### config.mk
export PLATFORM = sky130hd
export DESIGN_NAME = ctl_clk_div
export DESIGN_NICKNAME = d
export VERILOG_FILES = /design/src/rtl/ctl_clk_div.sv
export SDC_FILE = /design/constraint.sdc
export NUM_CORES = 1
export LEC_CHECK = 0
export ABC_AREA = 0
export ABC_CLOCK_PERIOD_IN_PS = 2700
export CAP_MARGIN = 10
export CORE_MARGIN = 1.5
export CORE_UTILIZATION = 45
export DETAILED_ROUTE_END_ITERATION = 7
export DONT_BUFFER_PORTS = 1
export GPL_ROUTABILITY_DRIVEN = 1
export PLACE_DENSITY_LB_ADDON = 0.05
export SYNTH_ARGS = -nofsm -noshare
export SYNTH_HDL_FRONTEND = slang
export SYNTH_SLANG_ARGS = --single-unit
### constraint.sdc
create_clock -name clk -period 2.7 [get_ports clk]
set_clock_uncertainty 0.1 [all_clocks]
set_input_delay 0.27 -clock clk [delete_from_list [all_inputs] [get_ports clk]]
set_output_delay 0.27 -clock clk [all_outputs]
set_load 0.05 [all_outputs]
### src/rtl/ctl_clk_div.sv
module ctl_clk_div #(
  parameter int RATE_W      = 34,
  parameter int CEIL_HZ     = 300_000_000,
  parameter int READY_TICKS = 10
) (
  input  logic              clk,
  input  logic              rst_n,
  input  logic              div_rst,
  input  logic              clk_en,
  input  logic [2:0]        sel_code,
  input  logic [RATE_W-1:0] src_rate_hz,
  output logic              tick,
  output logic              div_clk,
  output logic              ready,
  output logic [2:0]        rec_code
);
  localparam int MAX_RATIO = 32;
  localparam int CNT_W     = $clog2(MAX_RATIO);
  localparam int RDY_W     = $clog2(READY_TICKS + 1);
  localparam int LIM_W     = RATE_W + 7;

  function automatic logic [5:0] code_ratio(input logic [2:0] c);
    if (c == 3'd0)      return 6'd1;
    else if (c <= 3'd4) return {2'b00, c, 1'b0};
    else                return {c - 3'd3, 3'b000};
  endfunction

  logic [2:0]       sel_q;
  logic             en_q;
  logic [CNT_W-1:0] cnt;
  logic             tog;
  logic [RDY_W-1:0] rdy_cnt;
  logic [5:0]       ratio;
  logic [CNT_W-1:0] last, half_m1;
  logic             run;

  assign ratio   = code_ratio(sel_q);
  assign last    = CNT_W'(ratio - 6'd1);
  assign half_m1 = CNT_W'((ratio >> 1) - 6'd1);
  assign run     = en_q && !div_rst;
  assign tick    = run && (cnt == last);
  assign ready   = (rdy_cnt == RDY_W'(READY_TICKS));
  assign div_clk = (run && ratio == 6'd1) ? clk : tog;

  always_ff @(posedge clk or negedge rst_n)
    if (!rst_n) begin
      sel_q <= '0;
      en_q  <= 1'b0;
    end else if (div_rst) begin
      sel_q <= sel_code;
      en_q  <= clk_en;
    end

  always_ff @(posedge clk or negedge rst_n)
    if (!rst_n)       cnt <= '0;
    else if (div_rst) cnt <= '0;
    else if (run)     cnt <= (cnt == last) ? '0 : cnt + 1'b1;

  always_ff @(posedge clk or negedge rst_n)
    if (!rst_n)       tog <= 1'b0;
    else if (div_rst) tog <= 1'b0;
    else if (run && ratio > 6'd1 && (cnt == last || cnt == half_m1))
      tog <= ~tog;

  always_ff @(posedge clk or negedge rst_n)
    if (!rst_n)                rdy_cnt <= '0;
    else if (div_rst)          rdy_cnt <= '0;
    else if (tick && !ready)   rdy_cnt <= rdy_cnt + 1'b1;

  always_comb begin
    rec_code = 3'd7;
    for (int c = 6; c >= 0; c--)
      if (LIM_W'(src_rate_hz) <= LIM_W'(code_ratio(3'(c))) * LIM_W'(CEIL_HZ))
        rec_code = 3'(c);
  end

  AST_TICK_SPACED: assert property (@(posedge clk) disable iff (!rst_n)
    (tick && ratio > 6'd1) |=> !tick);

  AST_SEL_FROZEN: assert property (@(posedge clk) disable iff (!rst_n)
    (!div_rst && !$past(div_rst)) |-> ($stable(sel_q) && $stable(en_q)));

  AST_QUIET_IN_RST: assert property (@(posedge clk) disable iff (!rst_n)
    $past(div_rst) |-> (!tog && !ready));

  AST_STOPPED_IDLE: assert property (@(posedge clk) disable iff (!rst_n)
    !en_q |-> (!tick && !tog && !ready));

  AST_CLK_LOW_AFTER_TICK: assert property (@(posedge clk) disable iff (!rst_n)
    (tick && ratio > 6'd1 && !div_rst) |=> (div_rst || !tog));

  AST_READY_HOLDS: assert property (@(posedge clk) disable iff (!rst_n)
    (ready && !div_rst) |=> ready);

  AST_REC_FITS: assert property (@(posedge clk) disable iff (!rst_n)
    (rec_code != 3'd7) |->
      (LIM_W'(src_rate_hz) <= LIM_W'(code_ratio(rec_code)) * LIM_W'(CEIL_HZ)));
endmodule

==> results by stage <==
Yosys:
- The net count of the mapped netlist is 330.
- Summing every instance area after synthesis gives 0.00204 mm2.
- The most used flip-flop cell after synthesis is sky130_fd_sc_hd__dfrtp_1.
- After synthesis the netlist holds a flip-flop and latch count of 14.
- The number of enable flip-flop cells after synthesis is 0.
- Synthesis produced a netlist whose cell count is 283.
- sky130_fd_sc_hd__dfrtp_1 takes more of the synthesized area than any other cell.
- Of all flip-flops after synthesis, the portion carrying an async set or reset was 1.00.
- The post-synthesis area per instance is 7.20 um2.
- In this run, distinct cell masters in the synthesized netlist total 60.
- Yosys attributes the largest share of cell area to sky130_fd_sc_hd__dfrtp_1, sky130_fd_sc_hd__nand2_1, sky130_fd_sc_hd__o21ai_0.
- The share of synthesized area in the top cell type comes to 0.172.
- The share of the Yosys chip area taken by registers is 0.172.
- The Yosys step of the flow raised 0 warnings.

Run status:
- The run finished with clean final reports.

Layout:
- The net count of the finished layout is 337.
- In the layout the commonest cells are sky130_fd_sc_hd__nand2_1, sky130_fd_sc_hd__nor2_1, sky130_fd_sc_hd__o21ai_0, sky130_fd_sc_hd__buf_4, sky130_fd_sc_hd__dfrtp_1.
- Of the cells placed in the final design, the portion with a size suffix greater than 1 is 0.166.
- The final design utilization is 0.549.
- The most common cell after layout, fill and taps aside is sky130_fd_sc_hd__nand2_1.
- The repair_antennas step left the layout with diodes totalling 0.
- The post-layout instance area is 0.00239 mm2.
- The area growth from synthesis to layout is 17.3%.

Clock tree:
- The clock latency of the later-clocked register in the worst-skew pair is 0.35 ns.
- The TritonCTS clock tree is done.
- The clock transition time at the flip-flop clock pins of the worst setup and hold paths is 0.06 ns.

STA:
- The post-route fraction of the period consumed by the critical path is 0.977.
- The total of endpoints with negative setup slack in the final report is 0.
- The number of max-slew violations in the final report is 0.
- Derived from the worst setup path, the maximum achievable clock frequency is 379 MHz.
- The shortest period the worst path allows is 2.64 ns.
- The final-report hold violation count is 0.
- In this run the tightest slew margin relative to its limit is 0.515.
- Setup repair after global routing could not meet its margin everywhere.
- The transition time of the tightest slew-check pin is 0.728 ns.
- Across all hold checks on the routed design, the worst slack comes to 0.0401 ns.

Placed design:
- The number of buffers inserted by port buffering is 0.
- After legalization and detailed placement, the total HPWL measured 4.48 mm.
- Summing all placed instances gives a cell area of 0.00215 mm2.
- The final estimated routing congestion in global placement is 0.870.

Routing:
- The number of detailed-route iterations in the first pass is 5.
- The remaining antenna violation count is 0.
- The total DRC errors in the routed layout is 0.
- The routed layout has 2270 vias.
- Summed over all layers, the routed wires come to 6.26 mm.
- The violation count after the first detailed-route iteration is 212.
- The per-cell routed wire length is 18.4 um.
- In the routed layout, each cell is associated on average with a via count of 6.66.

Power:
- The leakage power of the design is 0.872 nW.
- The power density over cell area is 371 mW/mm2.
- The maximum ir drop on the vdd rail is 0.230 mV.

Global routing:
- The maximum number of pins on one net before global-route repair is 15.
- The met1 capacity usage during global routing is 0.393.
- The global-route wire length before repair is 10.4 mm.
- The layer flagged by global routing as most heavily used is met1.
- For this run, the total global-route usage over all layers was measured as 0.259.
- The total grt overflow is 0.
- The number of global-route vias before repair is 2145.
- The number of antenna violations at the first check in global routing is 0.
- For this run, global-route usage on met3 was measured as 0.0664.
- The met2 track demand over resource in global routing is 0.365.

Worst setup path:
- The data arrival time of the critical path is 2.27 ns.
- The maximum fanout count along the critical path is 8.
- The endpoint required time on the critical path is 2.33 ns.
- The worst setup path is of the flop to primary output kind.
- STA classifies the critical path endpoint as a primary output.
- STA classifies the critical path startpoint as a flop.

Floorplanning:
- The floorplan has 24 rows.
- The chip height is 70.3 um.
- The total core area is 0.00435 mm2.
- The x dimension of the die is 70.3 um.
- The number of I/O pins is 47.
- The initial core utilization is 0.468.
- The die outline area is 0.00494 mm2.

Run:
- Max-cap violations in this run came to 0.

Worst hold path:
- The class of the tightest hold or removal check is input pin to flop.
[registers in the layout, indices dropped and copies added (netlist names)]
| signal | flops |
|---|---|
| rdy_cnt | 4 |
| tog | 1 |
| sel_q | 3 |
| en_q | 1 |
| cnt | 5 |
[synth_stat cells (all sizes together), types with 3 or more instances]
cell	instances
inv	7
and3	4
nand4	11
nand3b	4
xnor2	6
dfrtp	14
nor4b	7
clkbuf	17
or3	5
a211oi	5
nor3	12
nand4b	3
buf	8
a31oi	5
nor2	19
nand2	33
nor4	13
nand3	9
o31ai	5
or2	3
mux2	5
a21oi	10
xor2	7
o21ai	17
nand2b	3
ha	6
nor3b	4
a21o	3
nor2b	8
[what timing repair did]
item / in CTS / in global routing
gates resized for setup: 6 / 5
pin swaps: 6 / 5
hold buffers: 6 / 0
setup buffers: 2 / 2
hold endpoints to repair: 21 / 0
endpoints found under the setup margin: 1 / 6
[worst paths after layout]
check	startpoint	endpoint	slack, ns	cells past startpoint
max	sel_q[0]	tick	0.06	11
min	div_rst	cnt[4]	0.04	3
max reg2reg	sel_q[0]	rdy_cnt[2]	0.15	12
min reg2reg	rdy_cnt[2]	rdy_cnt[2]	0.50	2
max in group asynchronous	rst_n	cnt[2]	1.75	1
min in group asynchronous	rst_n	sel_q[0]	0.30	1
[cell type report]
type	instances	area, um2
fill	444	1960
multi-input combinational	237	1640
sequential	14	350
timing repair buffer	24	211
clock buffer	7	96.3
tap	52	65.1
inverter	7	28.8
[logic make-up after synthesis]
| kind of cell | after synthesis | share of synthesized area |
|---|---|---|
| muxes | 6 | 0.0325 |
| AOI/OAI and AO/OA | 66 | 0.222 |
| xor gates and xnor gates | 13 | 0.0559 |
| DFF | 14 | 0.172 |
| adders and majority gates | 7 | 0.0417 |
| buffers and inverters | 32 | 0.0663 |
| and+or+nand+nor | 145 | 0.409 |
[per-stage QoR]
stage	total power [mW]	setup TNS, ns	cells	worst slack (ns)
after floorplan	0.491	-0.375	283	-0.351
after global placement	0.514	0	324	0.151
after detailed placement	0.513	0	324	0.103
after CTS	0.874	0	339	0.00422
after global routing	0.945	-0.0854	341	-0.0573
final	0.888	0	341	0.0627
[power by group]
part	internal [mW]	total (mW)	leakage (nW)	switching, mW
registers	0.220	0.237	0.187	0.0174
clock network	0.225	0.331	0.0556	0.106
logic	0.153	0.320	0.629	0.167
total	0.598	0.888	0.872	0.290
[per-layer routing]
layer  up-vias  wire length [um]
met5         -                 0
li1       1074                 -
met1      1053              2950
met4         0                29
met2       137              2620
met3         6               664
[worst max-delay path, stage by stage, from the launching register on]
cell and delay, ns:
sky130_fd_sc_hd__dfrtp_1 0.40, sky130_fd_sc_hd__inv_4 0.05, sky130_fd_sc_hd__ha_4 0.17, sky130_fd_sc_hd__xnor2_4 0.15, sky130_fd_sc_hd__nand2_2 0.10, sky130_fd_sc_hd__ha_4 0.20, sky130_fd_sc_hd__nor2b_2 0.12, sky130_fd_sc_hd__o2bb2ai_2 0.12
sky130_fd_sc_hd__xnor2_1 0.15, sky130_fd_sc_hd__nand2_2 0.11, sky130_fd_sc_hd__nor3_4 0.16, sky130_fd_sc_hd__buf_6 0.19
Power figures use the tool's default switching activity.
